$ cat src/rtl/hbif_pkg.sv
package hbif_pkg;

    localparam int IDX_W = 8;

    typedef enum logic [2:0] {
        HB_NONE    = 3'd0,
        HB_STAT_RD = 3'd1,
        HB_IDX_WR  = 3'd2,
        HB_DAT_RD  = 3'd3,
        HB_DAT_WR  = 3'd4
    } hb_op_e;

endpackage

$ cat src/rtl/hbif_sync.sv
module hbif_sync #(
    parameter int          W   = 8,
    parameter logic [W-1:0] RST = '0
) (
    input  logic         clk,
    input  logic         rst_n,
    input  logic [W-1:0] d,
    output logic [W-1:0] q
);
    typedef struct packed {
        logic [W-1:0] s1;
        logic [W-1:0] s2;
    } sy_t;

    sy_t st_d, st_q;

    always_comb begin
        st_d.s1 = d;
        st_d.s2 = st_q.s1;
    end

    always_ff @(posedge clk or negedge rst_n) begin
        if (!rst_n) begin
            st_q.s1 <= RST;
            st_q.s2 <= RST;
        end else begin
            st_q <= st_d;
        end
    end

    assign q = st_q.s2;
endmodule

$ cat src/rtl/hbif_decode.sv
module hbif_decode
    import hbif_pkg::*;
(
    input  logic   clk,
    input  logic   rst_n,
    input  logic   mode_6800,
    input  logic   rs,
    input  logic   rd_n,
    input  logic   wr_n,
    input  logic   rnw,
    input  logic   en,
    output hb_op_e op
);
    typedef struct packed {
        logic rd_act;
        logic wr_act;
    } dec_t;

    dec_t st_d, st_q;
    logic rd_now, wr_now;

    always_comb begin
        if (mode_6800) begin
            rd_now = en & rnw;
            wr_now = en & ~rnw;
        end else begin
            rd_now = ~rd_n;
            wr_now = ~wr_n;
        end
        st_d.rd_act = rd_now;
        st_d.wr_act = wr_now;
        op = HB_NONE;
        if (st_q.wr_act && !wr_now) begin
            op = rs ? HB_DAT_WR : HB_IDX_WR;
        end else if (st_q.rd_act && !rd_now) begin
            op = rs ? HB_DAT_RD : HB_STAT_RD;
        end
    end

    always_ff @(posedge clk or negedge rst_n) begin
        if (!rst_n) begin
            st_q <= '0;
        end else begin
            st_q <= st_d;
        end
    end

    AST_OP_AFTER_STROBE: assert property (@(posedge clk) disable iff (!rst_n)
        (op != HB_NONE) |-> $past(rd_now || wr_now));
endmodule

$ cat src/rtl/hbif_core.sv
module hbif_core
    import hbif_pkg::*;
#(
    parameter int            DW      = 8,
    parameter int            AW      = 8,
    parameter logic [IDX_W-1:0] PTR_IDX = 8'h20,
    parameter logic [IDX_W-1:0] RAM_IDX = 8'h22
) (
    input  logic             clk,
    input  logic             rst_n,
    input  hb_op_e           op,
    input  logic             rs_s,
    input  logic [DW-1:0]    din_s,
    output logic             ctrl_we,
    output logic [IDX_W-1:0] ctrl_addr,
    output logic [DW-1:0]    ctrl_wdata,
    output logic             ram_we,
    output logic             ram_re,
    output logic [AW-1:0]    ram_addr,
    output logic [DW-1:0]    ram_wdata,
    input  logic [DW-1:0]    ram_rdata,
    output logic [DW-1:0]    dout
);
    typedef struct packed {
        logic [IDX_W-1:0] idx;
        logic [DW-1:0]    wdr;
        logic [DW-1:0]    rdr;
        logic [AW-1:0]    ptr;
        logic             wr_pend;
        logic             rd_pend;
        logic             fill;
        logic [DW-1:0]    dout;
    } core_t;

    core_t st_d, st_q;
    logic [DW-1:0] status;

    always_comb begin
        st_d         = st_q;
        st_d.wr_pend = 1'b0;
        st_d.rd_pend = 1'b0;
        ctrl_we      = 1'b0;
        ram_we       = 1'b0;
        ram_re       = 1'b0;

        status       = '0;
        status[6:0]  = st_q.idx[6:0];

        // automatic transfer of the write holding register
        if (st_q.wr_pend) begin
            if (st_q.idx == RAM_IDX) begin
                ram_we   = 1'b1;
                st_d.ptr = st_q.ptr + 1'b1;
            end else if (st_q.idx == PTR_IDX) begin
                st_d.ptr = AW'(st_q.wdr);
            end else begin
                ctrl_we  = 1'b1;
            end
        end

        // prefetch issue for the read holding register
        if (st_q.rd_pend) begin
            ram_re   = 1'b1;
            st_d.ptr = st_q.ptr + 1'b1;
        end
        st_d.fill = ram_re;
        if (st_q.fill) begin
            st_d.rdr = ram_rdata;
        end

        unique case (op)
            HB_IDX_WR: begin
                st_d.idx = din_s;
                st_d.rdr = '0;
            end
            HB_DAT_WR: begin
                st_d.wdr     = din_s;
                st_d.wr_pend = 1'b1;
            end
            HB_DAT_RD: begin
                if (st_q.idx == RAM_IDX) begin
                    st_d.rd_pend = 1'b1;
                end
            end
            default: ;
        endcase

        st_d.dout = rs_s ? st_q.rdr : status;
    end

    always_ff @(posedge clk or negedge rst_n) begin
        if (!rst_n) begin
            st_q <= '0;
        end else begin
            st_q <= st_d;
        end
    end

    assign ctrl_addr  = st_q.idx;
    assign ctrl_wdata = st_q.wdr;
    assign ram_addr   = st_q.ptr;
    assign ram_wdata  = st_q.wdr;
    assign dout       = st_q.dout;

    AST_XFER_EXCL: assert property (@(posedge clk) disable iff (!rst_n)
        !(ram_we && ram_re));
    AST_CTRL_NOT_RAM: assert property (@(posedge clk) disable iff (!rst_n)
        !(ctrl_we && ram_we));
    AST_PTR_STEP: assert property (@(posedge clk) disable iff (!rst_n)
        (ram_we || ram_re) |=> (ram_addr == $past(ram_addr) + 1'b1));
    AST_FILL_FOLLOWS: assert property (@(posedge clk) disable iff (!rst_n)
        ram_re |=> st_q.fill);
    AST_DUMMY_CLEAR: assert property (@(posedge clk) disable iff (!rst_n)
        (op == HB_IDX_WR) |=> (st_q.rdr == '0));
    AST_WPEND_PULSE: assert property (@(posedge clk) disable iff (!rst_n)
        st_q.wr_pend |=> !st_q.wr_pend);
endmodule

$ cat src/rtl/hbif_top.sv
module hbif_top
    import hbif_pkg::*;
#(
    parameter int               DW      = 8,
    parameter int               AW      = 8,
    parameter logic [IDX_W-1:0] PTR_IDX = 8'h20,
    parameter logic [IDX_W-1:0] RAM_IDX = 8'h22
) (
    input  logic             clk,
    input  logic             rst_n,
    input  logic             mode_6800,
    input  logic             bus_rs,
    input  logic             bus_rd_n,
    input  logic             bus_wr_n,
    input  logic             bus_rnw,
    input  logic             bus_en,
    input  logic [DW-1:0]    bus_din,
    output logic [DW-1:0]    bus_dout,
    output logic             ctrl_we,
    output logic [IDX_W-1:0] ctrl_addr,
    output logic [DW-1:0]    ctrl_wdata,
    output logic             ram_we,
    output logic             ram_re,
    output logic [AW-1:0]    ram_addr,
    output logic [DW-1:0]    ram_wdata,
    input  logic [DW-1:0]    ram_rdata
);
    localparam int           SW      = DW + 5;
    localparam logic [SW-1:0] SYNC_RST = {1'b0, 1'b1, 1'b1, 1'b1, 1'b0, {DW{1'b0}}};

    logic [SW-1:0] raw, syn;
    logic          rs_s, rd_n_s, wr_n_s, rnw_s, en_s;
    logic [DW-1:0] din_s;
    hb_op_e        op;

    assign raw = {bus_rs, bus_rd_n, bus_wr_n, bus_rnw, bus_en, bus_din};
    assign {rs_s, rd_n_s, wr_n_s, rnw_s, en_s, din_s} = syn;

    hbif_sync #(.W(SW), .RST(SYNC_RST)) u_sync (
        .clk   (clk),
        .rst_n (rst_n),
        .d     (raw),
        .q     (syn)
    );

    hbif_decode u_dec (
        .clk       (clk),
        .rst_n     (rst_n),
        .mode_6800 (mode_6800),
        .rs        (rs_s),
        .rd_n      (rd_n_s),
        .wr_n      (wr_n_s),
        .rnw       (rnw_s),
        .en        (en_s),
        .op        (op)
    );

    hbif_core #(.DW(DW), .AW(AW), .PTR_IDX(PTR_IDX), .RAM_IDX(RAM_IDX)) u_core (
        .clk        (clk),
        .rst_n      (rst_n),
        .op         (op),
        .rs_s       (rs_s),
        .din_s      (din_s),
        .ctrl_we    (ctrl_we),
        .ctrl_addr  (ctrl_addr),
        .ctrl_wdata (ctrl_wdata),
        .ram_we     (ram_we),
        .ram_re     (ram_re),
        .ram_addr   (ram_addr),
        .ram_wdata  (ram_wdata),
        .ram_rdata  (ram_rdata),
        .dout       (bus_dout)
    );
endmodule

$ cat config.mk
export PLATFORM = sky130hd
export DESIGN_NAME = hbif_top
export DESIGN_NICKNAME = d
export VERILOG_FILES = /design/src/rtl/hbif_pkg.sv /design/src/rtl/hbif_sync.sv /design/src/rtl/hbif_decode.sv /design/src/rtl/hbif_core.sv /design/src/rtl/hbif_top.sv
export SDC_FILE = /design/constraint.sdc
export NUM_CORES = 1
export LEC_CHECK = 0
export ABC_AREA = 1
export BUFFER_PORTS_ARGS = -buffer_cell sky130_fd_sc_hd__buf_2
export CORE_MARGIN = 5
export CORE_UTILIZATION = 49
export DETAILED_ROUTE_END_ITERATION = 10
export PLACE_DENSITY_LB_ADDON = 0.05
export SETUP_SLACK_MARGIN = 0.2
export SYNTH_ARGS = -nofsm -noshare
export SYNTH_HDL_FRONTEND = slang
export SYNTH_HIERARCHICAL = 1
export SYNTH_SLANG_ARGS = --single-unit
$ cat constraint.sdc
create_clock -name clk -period 1.6 [get_ports clk]
set_clock_uncertainty 0.1 [all_clocks]
set_input_delay 0.32 -clock clk [delete_from_list [all_inputs] [get_ports clk]]
set_output_delay 0.32 -clock clk [all_outputs]
set_load 0.1 [all_outputs]
==> results of run 1 <==
-- cell usage in the layout, fill, tap and decap left out, types with 5 or more instances in the layout --
cell type / netlist / final
sky130_fd_sc_hd__buf_6: 2 / 20
sky130_fd_sc_hd__nand2_4: 1 / 6
sky130_fd_sc_hd__clkbuf_8: 0 / 10
sky130_fd_sc_hd__nand2_2: 6 / 12
sky130_fd_sc_hd__dfrtp_1: 65 / 48
sky130_fd_sc_hd__nand3_1: 16 / 7
sky130_fd_sc_hd__buf_2: 2 / 23
sky130_fd_sc_hd__nand3b_1: 10 / 10
sky130_fd_sc_hd__inv_1: 39 / 34
sky130_fd_sc_hd__nor2_4: 1 / 11
sky130_fd_sc_hd__nor2_1: 17 / 7
sky130_fd_sc_hd__buf_12: 0 / 38
sky130_fd_sc_hd__dlygate4sd3_1: 0 / 14
sky130_fd_sc_hd__a31oi_1: 9 / 7
sky130_fd_sc_hd__nand3_2: 1 / 10
sky130_fd_sc_hd__o21ai_0: 13 / 5
sky130_fd_sc_hd__inv_2: 7 / 10
sky130_fd_sc_hd__dfstp_2: 6 / 6
sky130_fd_sc_hd__o21ai_2: 8 / 15
sky130_fd_sc_hd__buf_4: 40 / 33
sky130_fd_sc_hd__dfrtp_2: 0 / 16
sky130_fd_sc_hd__nand2_1: 60 / 47
-- what timing repair did --
item	in CTS	in global routing
pin swaps	6	15
setup buffers	29	6
setup endpoints to repair	75	71
gates resized for setup	133	59
gates cloned	1	1
hold endpoints to repair	78	0
hold buffers	14	0
-- per-layer routing --
metal | global-route usage [%] | share of wire (%) | vias to the layer above
met2 | 31.83 | 54 | 85
met4 | 8.186 | 2.7 | 0
met3 | 6.177 | 5.5 | 17
met5 | 0 | 0 | -
li1 | - | - | 1143
met1 | 23.09 | 38 | 1240
-- per-stage QoR --
step	instance area (sq um)	setup TNS [ns]	util, %
after floorplan	3196	-0.2158	-
after detailed placement	3586	-2.651	57.13
after CTS	4672	-2.252	74.43
after global routing	4975	-8.118	79.25
final	4975	-5.527	79.25
after global placement	3586	-1.988	57.13
-- cells by family after synthesis --
| logic type | after synthesis | share of synthesized area, % |
|---|---|---|
| and+or+nand+nor | 118 | 18.44 |
| DFF | 71 | 57.18 |
| adders and majority gates | 1 | 0.4009 |
| xor gates and xnor gates | 3 | 0.8422 |
| buffers and inverters | 92 | 16.44 |
| AOI/OAI and AO/OA | 33 | 6.696 |
-- sequential cells by signal, summed over array words and instances (netlist names) --
name	count
u_core/ctrl_addr	8
u_core/ctrl_wdata	8
u_core/dout	8
u_core/ram_addr	8
u_core/st_q	11
u_dec/st_q	2
u_sync/q	13
u_sync/st_d	13
-- synthesized netlist by cell type --
cell type                   n  share of area, %
sky130_fd_sc_hd__dfrtp_1   65                52
sky130_fd_sc_hd__nand2_1   60               7.2
sky130_fd_sc_hd__buf_4     40               9.6
sky130_fd_sc_hd__inv_1     39               4.7
sky130_fd_sc_hd__nor2_1    17               2.0
sky130_fd_sc_hd__nand3_1   16               2.6
sky130_fd_sc_hd__o21ai_0   13               2.1
sky130_fd_sc_hd__nand3b_1  10               2.4
sky130_fd_sc_hd__a31oi_1    9               1.8
sky130_fd_sc_hd__o21ai_2    8               2.2
sky130_fd_sc_hd__inv_2      7              0.84
sky130_fd_sc_hd__dfstp_2    6               5.1
sky130_fd_sc_hd__nand2_2    6               1.2
sky130_fd_sc_hd__a21oi_1    2              0.32
sky130_fd_sc_hd__buf_2      2              0.32
sky130_fd_sc_hd__buf_6      2              0.72
sky130_fd_sc_hd__clkbuf_1   2              0.24
sky130_fd_sc_hd__xor2_1     2              0.56
sky130_fd_sc_hd__and2_1     1              0.20
sky130_fd_sc_hd__ha_1       1              0.40
sky130_fd_sc_hd__nand2_4    1              0.36
sky130_fd_sc_hd__nand3_2    1              0.32
sky130_fd_sc_hd__nand3b_4   1              0.64
sky130_fd_sc_hd__nand4_1    1              0.20
sky130_fd_sc_hd__nand4_2    1              0.40
sky130_fd_sc_hd__nor2_2     1              0.20
sky130_fd_sc_hd__nor2_4     1              0.36
sky130_fd_sc_hd__nor3_2     1              0.32
sky130_fd_sc_hd__o21bai_1   1              0.24
sky130_fd_sc_hd__xnor2_1    1              0.28
-- area by class of cell --
class / instances / area share, %
Clock buffer: 11 / 2.842
Clock inverter: 5 / 1.635
Inverter: 46 / 3.571
Multi-Input combinational cell: 155 / 21.98
Sequential cell: 71 / 36.34
Tap cell: 77 / 1.937
Timing Repair Buffer: 132 / 31.69
-- where the power goes --
part / total, W / leakage (nW) / switching, W / internal (W)
Combinational: 0.00399 / 1.40 / 0.00252 / 0.00148
Sequential: 0.00227 / 0.866 / 0.000239 / 0.00203
Clock: 0.00158 / 0.110 / 0.000659 / 0.000921
Total: 0.00784 / 2.37 / 0.00341 / 0.00443
-- worst max-delay path, cell delays in order, from the launching register on --
cell and delay (ns):
sky130_fd_sc_hd__dfrtp_1 0.41, sky130_fd_sc_hd__inv_2 0.08, sky130_fd_sc_hd__nand2_2 0.06, sky130_fd_sc_hd__nor2_4 0.15, sky130_fd_sc_hd__nand2_2 0.10, sky130_fd_sc_hd__nor2_4 0.14
sky130_fd_sc_hd__buf_12 0.19
-- worst paths after layout --
path                                     startpoint         endpoint
max in group asynchronous                     rst_n      u_sync/q[9]
worst max register to register          u_sync/q[9]  u_core/st_q[23]
worst min-delay path                   ram_rdata[7]  u_core/st_q[26]
worst max-delay path            u_core/ctrl_addr[4]           ram_we
min in group asynchronous                     rst_n   u_core/dout[7]
worst min register to register      u_sync/st_d[12]     u_sync/q[12]
==> results by stage, run 1 <==
Run status:
- The flow ran to the end, but the final reports show violations.
- The final reports fail on negative setup slack.

GRT:
- For this run the aggregate overflow at the end of global routing stands at 0.
- Entering global routing, the biggest net connects roughly 70 pins.
- The number of global-route vias before repair is 2482.
- The first global-routing pass estimated about 12000 um of wire.
- The number of antenna violations at the first check in global routing is 0.
- The global routing usage summed across all routing layers is between 10% and 20%.

Route:
- The detailed-route wire length is around 8100 um.
- After the first detailed-routing iteration, the DRC count stood at roughly 110.
- For this run, design rule violations remaining after detail routing come to 0.
- Before antenna repair, the detailed router went through 5 iterations.
- Dividing the detail-routed via count by the number of cells gives 5.000.
- The detail route stage leaves a number of antenna-violating nets equal to 0.
- The average detailed-routed wire length per instance is about 16 um.
- The number of vias in the routed layout is 2485.

Worst setup path:
- The number of cells traversed by the worst register-to-register path is 9.
- The type of destination of the critical path is an output port.
- The type of the worst setup path is reg2out.
- STA puts the critical path data required time at ~1.2 ns.
- The largest fanout on the critical path is 2.
- The internal reg-to-reg setup slack is -0.29 ns.
- Data on the critical path arrives at its endpoint at approximately 1.5 ns.
- The critical path launch point type is a register.

Layout:
- The count of placed standard cells in the final layout, fillers left out is 497.
- The area of the multi-input gates is roughly 0.0011 sq mm.
- 0 antenna diodes ended up in the layout.
- The area growth from synthesis to final layout is 59.42%.
- In the final design database the tool counted 440 nets.
- The number of fillers in the final layout is between 300 and 400.
- The fraction of layout instances using a drive strength above 1 is between 50 and 60%.
- The area used by sequential logic in the layout is about 0.0018 sq mm.

STA:
- The remaining max-slew budget at the tightest pin is around three quarters.
- The number of hold-slack violations in the final timing report is 0.
- For the pin with the worst max-slew slack, the measured transition is ~0.36 ns.
- The ratio of final minimum period to clock period is 118.1%.
- The tightest hold path in the finished design has a slack of between 0.1 and 0.15 ns.
- Once routing completed, OpenROAD measured the worst setup slack at -0.2903 ns.
- Setup repair after global routing could not meet its margin everywhere.
- The final critical-path required period is 1.890 ns.
- The final-report max-slew violation count came to 0.
- The highest attainable clock frequency is between 0.5 and 0.6 GHz.
- Setup violations remaining at the end of the flow were counted as 34.

Logic synthesis:
- Yosys mapped the design onto 30 distinct sky130hd cell types.
- In this run the cell area of the synthesized design comes to 0.003120 sq mm.
- The gate count after technology mapping is about 320.
- The flop and latch count out of synthesis is between 70 and 80.
- Sequential cells were found to cover ~57% of the synthesized design area.
- The post-synth net total is approximately 340.
- Each instance of the synthesized netlist takes up on average 9.813 sq um.
- The Yosys step of the flow raised 6 warnings.

Power:
- The completed layout was analyzed and its total power is around 0.008 W.
- Power spread over the standard cell area amounts to 1577 mW/mm^2.
- The worst-case IR drop observed on VDD is 996.8 uV.
- The leakage power is between 2 and 2.5 nW.

Floorplanning:
- For this configuration, the core starts out at a cell density of 49.71%.
- The area of the die is 0.008064 sq mm.
- 67 I/O pins were placed.
- The overall die height is between 80 and 90 um.
- The width of the die is roughly 90 um.
- The row count is 29.
- The core area is ~0.0063 sq mm.

Clock tree:
- CTS placed an instance of sky130_fd_sc_hd__clkbuf_8 at the clock tree root.
- The number of clock sinks is 71.
- The clock reaches the later pin of the worst-skew pair after 0.34 ns.
- The clock tree synthesis step divided the H-tree into 3 levels.
- The post-CTS clock slew at the launch and capture registers of the worst setup and hold paths is roughly 0.080 ns.
- TritonCTS created 9 clock buffers.
- The clock passes through at most 2 buffers.
- TritonCTS built the clock tree.

Place:
- The estimated wirelength of the detail-placed design is ~4100 um.
- Routability-driven placement finished with a final weighted congestion of 0.7862.
- The post-placement cell count is 430.
- Prior to clock tree synthesis, the placed netlist has a worst setup slack of -0.1584 ns.
- The count of buffers inserted at the top-level ports is 66.

Min path:
- The worst hold path depth is 3.
- The worst min-delay path category is in2reg.

Job:
- The tool flagged a number of max-cap violations equal to 0.
No activity file was read; power rests on OpenSTA's default activity.
==> run 2, diff against run 1 <==
GPL_TIMING_DRIVEN = 0   (was not set)
==> results by stage, run 2 (synthesized netlist as in run 1, its figures left out) <==
Job:
- The number of violations of the max-capacitance limit is 0.

Layout:
- The fraction of layout instances using a drive strength above 1 is about three fifths.
- In the final design database the tool counted a little over 500 nets.
- In the layout the commonest cells are 61 x sky130_fd_sc_hd__buf_6, 61 x sky130_fd_sc_hd__dfrtp_1, 52 x sky130_fd_sc_hd__buf_4.
- The design area is 0.005777 sq mm.
- The number of antenna diodes in the final layout is 0.
- The count of placed standard cells in the final layout, fillers left out is 562.
- The area growth from synthesis to final layout is 85.12%.

Worst setup path:
- STA puts the critical path data required time at 1.18 ns.
- The largest fanout on the critical path is 4.
- The critical path starts at u_core/ctrl_addr[1].
- The worst setup path is launched from a register.
- The worst setup path is captured at an output port.
- The endpoint arrival time on the critical path is 1.61 ns.
- The startpoint of the lowest-slack register-to-register path is u_core/ctrl_addr[1].
- The type of the worst setup path is reg2out.

GRT:
- The number of antenna violations at the first check in global routing is 0.
- The total overflow left after global routing is 0.
- The first-pass GRT wire length is around 14000 um.
- The maximum number of pins on one net before global-route repair is 72.
- The number of global-route vias before repair is approximately 2800.
- The global routing usage summed across all routing layers is between 20% and 30%.

Power:
- Summed over all cells, the static leakage comes to 2.799 nW.
- The total internal power is roughly 0.0052 W.
- The fraction of power consumed by sequential logic is 24.6%.
- For this design the ratio of total power to cell area is 1563 mW/mm^2.
- The peak supply drop is roughly 1300 uV.
- The part of the power in the clock network is between 10% and 20%.
- The switching power total is 0.003794 W.
- The switching share of power is between 40% and 50%.
- The combinational power share is between 50% and 60%.

STA:
- The total negative setup slack is -10.97 ns.
- The slew at the pin closest to its max-slew limit is just under 0.9 ns.
- Setup slack on the critical path of the routed design comes to -0.4297 ns.
- Hold timing on the final database bottoms out at a slack of -0.01270 ns.
- Setup repair after global routing could not meet its margin everywhere.
- Dividing the final minimum period by the clock period gives 126.9%.
- The number of hold-slack violations in the final timing report was 15.
- The total setup violations reported at the end of the flow is 39.
- For the finished layout, the period the worst path requires is 2.030 ns.
- The final-report max-slew violation count came to 0.
- The remaining max-slew budget at the tightest pin is a little over 40%.
- Derived from the worst setup path, the maximum achievable clock frequency is 0.4927 GHz.

Route:
- The average detailed-routed wire length per instance is a little under 20 um.
- Wires add up to roughly 11000 um.
- The number of antenna-violating nets in the routed design is 0.
- The number of vias in the routed layout is slightly below 3000.
- Using the TritonRoute via totals, the vias-per-cell ratio works out to around 5.3.
- The number of remaining DRC errors is 0.
- The detailed router finished its first iteration with 204 violations.
- The first detailed-routing pass took 5 iterations.

Min path:
- The worst min-delay path category is in2async.

Floorplanning:
- The floorplan step defined a die boundary enclosing about 0.0081 sq mm.
- The row count is 29.
- The number of placed I/O pins is between 60 and 70.
- After floorplanning, the core was sized to cover about 0.0063 sq mm.
- Measured along the y axis, the die boundary spans 89.80 um.
- The initial cell density of the core is 49.71%.
- In this run the horizontal extent of the chip is ~90 um.

Place:
- The count of buffers inserted at the top-level ports is 66.
- The final estimated routing congestion in global placement is 0.7418.
- The post-detailed-placement cell area is about 0.0036 sq mm.
- The post-placement cell count is ~460.
- The estimated wirelength of the detail-placed design is roughly 4200 um.

Clock tree:
- The post-CTS clock slew at the launch and capture registers of the worst setup and hold paths is 0.09 ns.
- The number of buffers created by CTS is 9.
- The source-to-sink clock delay at the later pin of the worst-skew pair is between 0.3 and 0.4 ns.
- The clock net in this run drives a total of 71 sinks.
- The root buffer cell chosen for the clock tree is sky130_fd_sc_hd__clkbuf_8.
- The number of H-tree branching levels is 3.
- In this run the deepest clock path goes through 2 buffers.
- The clock tree from TritonCTS is done.

Run status:
- The checks that failed: negative hold slack, negative setup slack.
- The flow ran to the end, but the final reports show violations.
==> run 2: cell types whose count changed in the layout (fill, tap and decap cells not counted), moves of 9 or more <==
cell and delta:
sky130_fd_sc_hd__buf_4 +19, sky130_fd_sc_hd__nand2_1 -9, sky130_fd_sc_hd__dfrtp_2 -13, sky130_fd_sc_hd__dfrtp_1 +13, sky130_fd_sc_hd__buf_6 +41
==> run 2: path summary, 6_finish.rpt <==
path,depth (start not counted),slack (ns),endpoint
max reg2reg,12,-0.41,u_core/ram_addr[7]
min,1,-0.01,u_core/dout[0]
max,6,-0.43,ram_we
max in group asynchronous,1,0.76,u_core/st_q[9]
min reg2reg,0,0.25,u_sync/q[8]
min in group clk,3,0.11,u_core/st_q[21]
==> run 2: area by class of cell <==
| class | instances | area [sq um] |
|---|---|---|
| Sequential cell | 71 | 1792 |
| Timing Repair Buffer | 151 | 1754 |
| Multi-Input combinational cell | 155 | 1209 |
| Buffer | 46 | 505.5 |
| Fill cell | 209 | 500.5 |
| Inverter | 46 | 175.2 |
| Clock buffer | 10 | 137.6 |
| Clock inverter | 6 | 107.6 |
| Tap cell | 77 | 96.34 |
==> run 2: routing by layer <==
layer | routed length [um] | vias to the layer above | part of all wire (%) | global-route usage [%]
met5 | 0 | - | 0 | 0.6410
met4 | 356 | 0 | 3.2 | 11.46
met3 | 730 | 32 | 6.6 | 5.342
met2 | 5787 | 172 | 52 | 36.95
met1 | 4242 | 1486 | 38 | 26.33
li1 | - | 1281 | - | -
==> run 2: what timing repair did <==
item                                   in CTS  in global routing
setup endpoints to repair                  75                 79
endpoints found under the hold margin      13                  0
hold buffers                               13                  0
gates resized for setup                   244                 76
setup buffers                              45                 24
cloned                                      3                  0
pin swaps                                  14                 19
==> run 2: worst max-delay path, stage by stage, from the launching register on <==
cell and delay, ns:
sky130_fd_sc_hd__dfrtp_1 0.46, sky130_fd_sc_hd__nand2_1 0.13, sky130_fd_sc_hd__nor2_2 0.15, sky130_fd_sc_hd__nand2_2 0.09, sky130_fd_sc_hd__buf_6 0.13, sky130_fd_sc_hd__nor2_4 0.10, sky130_fd_sc_hd__buf_12 0.18
==> run 2: power groups by stage <==
stage                     sequential, W  clock, W  combinational, W
final                           0.00222   0.00178           0.00503
after global routing            0.00224   0.00187           0.00516
after CTS                       0.00219   0.00178           0.00445
after detailed placement        0.00226         0           0.00287
after global placement          0.00225         0           0.00285
after floorplan                 0.00219         0           0.00253
==> run 2: per-stage QoR <==
step	total power (W)	setup WS [ns]	utilization (%)
2_1_floorplan	0.004710	-0.1548	-
3_3_place_gp	0.005101	-0.5004	57.70
3_5_place_dp	0.005122	-0.3232	57.74
4_1_cts	0.008421	-0.3074	84.13
5_1_grt	0.009272	-0.4674	92.03
6_report	0.009028	-0.4297	92.03
==> run 3, diff against run 2 <==
BUFFER_PORTS_ARGS = not set   (was -buffer_cell sky130_fd_sc_hd__buf_2)
CORE_UTILIZATION = 56   (was 49)
DONT_BUFFER_PORTS = 1   (was not set)
==> results by stage, run 3 (synthesized netlist as in run 1, its figures left out) <==
GRT:
- For this run, the total global-route usage over all layers was measured as between 20% and 30%.
- The number of antenna violations at the first check in global routing is 0.
- The number of global-route vias before repair is between 2000 and 2500.
- The maximum number of pins on one net before global-route repair is between 70 and 80.
- Global routing finished with a remaining overflow of 0.
- The first global-routing pass estimated roughly 12000 um of wire.

Worst setup path:
- Walking the worst path, the cells encountered are inv_2 -> nand2_2 -> nor2_2 -> nand2_2 -> buf_6 -> nor2_4.
- The critical path launch point type is a register.
- The type of the worst setup path is reg2out.
- The largest fanout on the critical path is 2.
- In this design, the largest share of critical-path delay is due to simple AND/OR/NAND/NOR gates.
- The cell repeated most along the worst path is sky130_fd_sc_hd__nand2_2.
- STA classifies the critical path endpoint as an output port.
- The total buffers and inverters traversed by the critical path is 2.
- The worst-path cell with the longest stage delay is sky130_fd_sc_hd__nor2_4.
- The data required time of the worst path is 1.18 ns.
- The critical path's largest stage delay is ~0.48 ns.
- The endpoint arrival time on the critical path is ~1.8 ns.

STA:
- Headroom to the max-slew limit came out at 48.65%.
- The number of hold-slack violations in the final timing report is 71.
- Across all hold checks on the routed design, the worst slack comes to -0.4401 ns.
- The total setup violations reported at the end of the flow is 35.
- At the pin with the least slew margin, the transition time is 0.7714 ns.
- The post-layout worst setup margin is -0.5954 ns.
- The final critical-path required period is roughly 2.2 ns.
- The worst path uses 137.2% of the clock period.
- The final-report max-slew violation count is 0.
- Setup repair after global routing could not meet its margin everywhere.
- The highest attainable clock frequency is roughly 0.46 GHz.

Clock tree:
- In this run, CTS created clock tree buffers numbering 9.
- The longest clock path from root to sink contains 2 buffers.
- The H-tree was split into 3 levels.
- The clock tree from TritonCTS is done.
- At the later pin of the worst-skew pair, clock insertion delay measures between 0.3 and 0.4 ns.
- After clock tree synthesis, the clock-pin slew on the worst setup and hold paths is 0.09 ns.
- The number of clock sinks is 71.
- Buffers inserted to repair hold after CTS numbered 13.
- The master cell of the clock root buffer is sky130_fd_sc_hd__clkbuf_8.

Layout:
- The library cells used most frequently in the layout, excluding fill and tap cells, are 47 x sky130_fd_sc_hd__dfrtp_1, 38 x sky130_fd_sc_hd__nand2_1, 34 x sky130_fd_sc_hd__inv_1, 34 x sky130_fd_sc_hd__buf_4, 30 x sky130_fd_sc_hd__buf_12.
- The final net count is 419.
- With fillers left out, the area of the finished cells amounts to slightly below 0.005 sq mm.
- Excluding fillers, the count of instances in the completed layout stands at 471.
- Leaving out fill and tap cells, the most frequent cell in the layout is sky130_fd_sc_hd__dfrtp_1.
- The number of inserted diodes is 0.
- The area growth from synthesis to final layout is 58.34%.
- The area of the multi-input gates is 0.001211 sq mm.
- Summing all flip-flop and latch instances after layout gives ~0.0018 sq mm.
- The number of fillers in the final layout is 200.
- Of the cells placed in the final design, the portion with a size suffix greater than 1 is roughly 58%.

Floorplanning:
- The area of the die is 0.007165 sq mm.
- The overall die height is between 80 and 90 um.
- The floorplan step defined a core boundary enclosing about 0.0055 sq mm.
- Once the floorplan was initialized, standard cells occupied roughly 57% of the core.
- In this run the count of I/O pins placed on the die edge is between 60 and 70.
- The floorplan has 27 rows.
- The width of the die is around 85 um.

Route:
- The detailed-route wire length is slightly below 9000 um.
- The number of antenna-violating nets in the routed design is 0.
- The average detailed-routed wire length per instance is 18.81 um.
- The first TritonRoute pass finished after 4 iterations.
- After detailed routing, the number of remaining DRC violations is 0.
- The initial detailed-routing violation count is ~210.
- The number of vias per cell after detailed routing is between 5 and 6.
- Summing over every cut layer, the via total after detailed routing is around 2500.

Place:
- The placement-stage worst setup slack is -0.3051 ns.
- Counting tap cells, the placed design contains a total of 390 instances.
- Routability-driven placement finished with a final weighted congestion of ~0.8.
- Once placement finished, the instance area stood at about 0.0033 sq mm.
- Summed over all nets, the half-perimeter wirelength after detailed placement is between 3000 and 4000 um.
- Port buffering added 0 buffers.

Run status:
- The final reports fail on negative hold slack, negative setup slack.
- The run finished, with violations left.

Power:
- The peak supply drop is 1326 uV.
- The power after layout is roughly 0.0081 W.
- The power density normalized to cell area is 1632 mW/mm^2.
- Summed over all cells, the static leakage comes to ~2.3 nW.

Min path:
- The min-delay analysis places its worst path in the category in2async.

Job:
- The number of violations of the max-capacitance limit is 0.
[run 3: what timing repair did]
action,CTS,global route
pin swaps,11,24
hold endpoints to repair,84,71
gates resized for setup,136,88
endpoints found under the setup margin,67,71
gates cloned,2,1
setup buffers,36,13
[run 3: per-layer routing]
metal	vias to the layer above	part of all wire (%)	GRT usage, %
met2	91	52	36.01
li1	1115	-	-
met4	0	2.4	10.07
met1	1233	41	26.90
met3	18	4.8	4.416
met5	-	0	0
[run 3: layout make-up]
class / count / share of cell area (%)
Buffer: 46 / 15.70
Clock buffer: 9 / 2.507
Tap cell: 72 / 1.823
Timing Repair Buffer: 65 / 12.81
Sequential cell: 71 / 36.62
Clock inverter: 7 / 2.431
Multi-Input combinational cell: 155 / 24.51
Inverter: 46 / 3.596
[run 3: path summary, 6_finish.rpt]
check                                    startpoint                  to  slack, ns  cells after the start
worst min register to register       u_sync/st_d[8]         u_sync/q[8]       0.25                      0
worst min-delay path                          rst_n  u_core/ram_addr[4]      -0.44                      0
max in group asynchronous                     rst_n      u_sync/st_d[9]       1.63                      0
min in group clk                       ram_rdata[5]     u_core/st_q[24]       0.01                      2
worst max-delay path            u_core/ctrl_addr[0]              ram_we      -0.60                      6
worst max register to register  u_core/ctrl_addr[0]  u_core/ram_addr[0]      -0.54                     15
[run 3: where the power goes]
part | switching, W | internal (W)
Clock | 0.000718 | 0.00104
Sequential | 0.000271 | 0.00203
Combinational | 0.00255 | 0.00145
Total | 0.00354 | 0.00453
[run 3: per-stage QoR]
| stage | TNS [ns] | util, % |
|---|---|---|
| 6_report | -11.28 | 90.28 |
| 4_1_cts | -5.574 | 81.46 |
| 5_1_grt | -13.97 | 90.28 |
| 2_1_floorplan | -0.2158 | - |
| 3_3_place_gp | -2.274 | 60.04 |
| 3_5_place_dp | -2.750 | 60.04 |
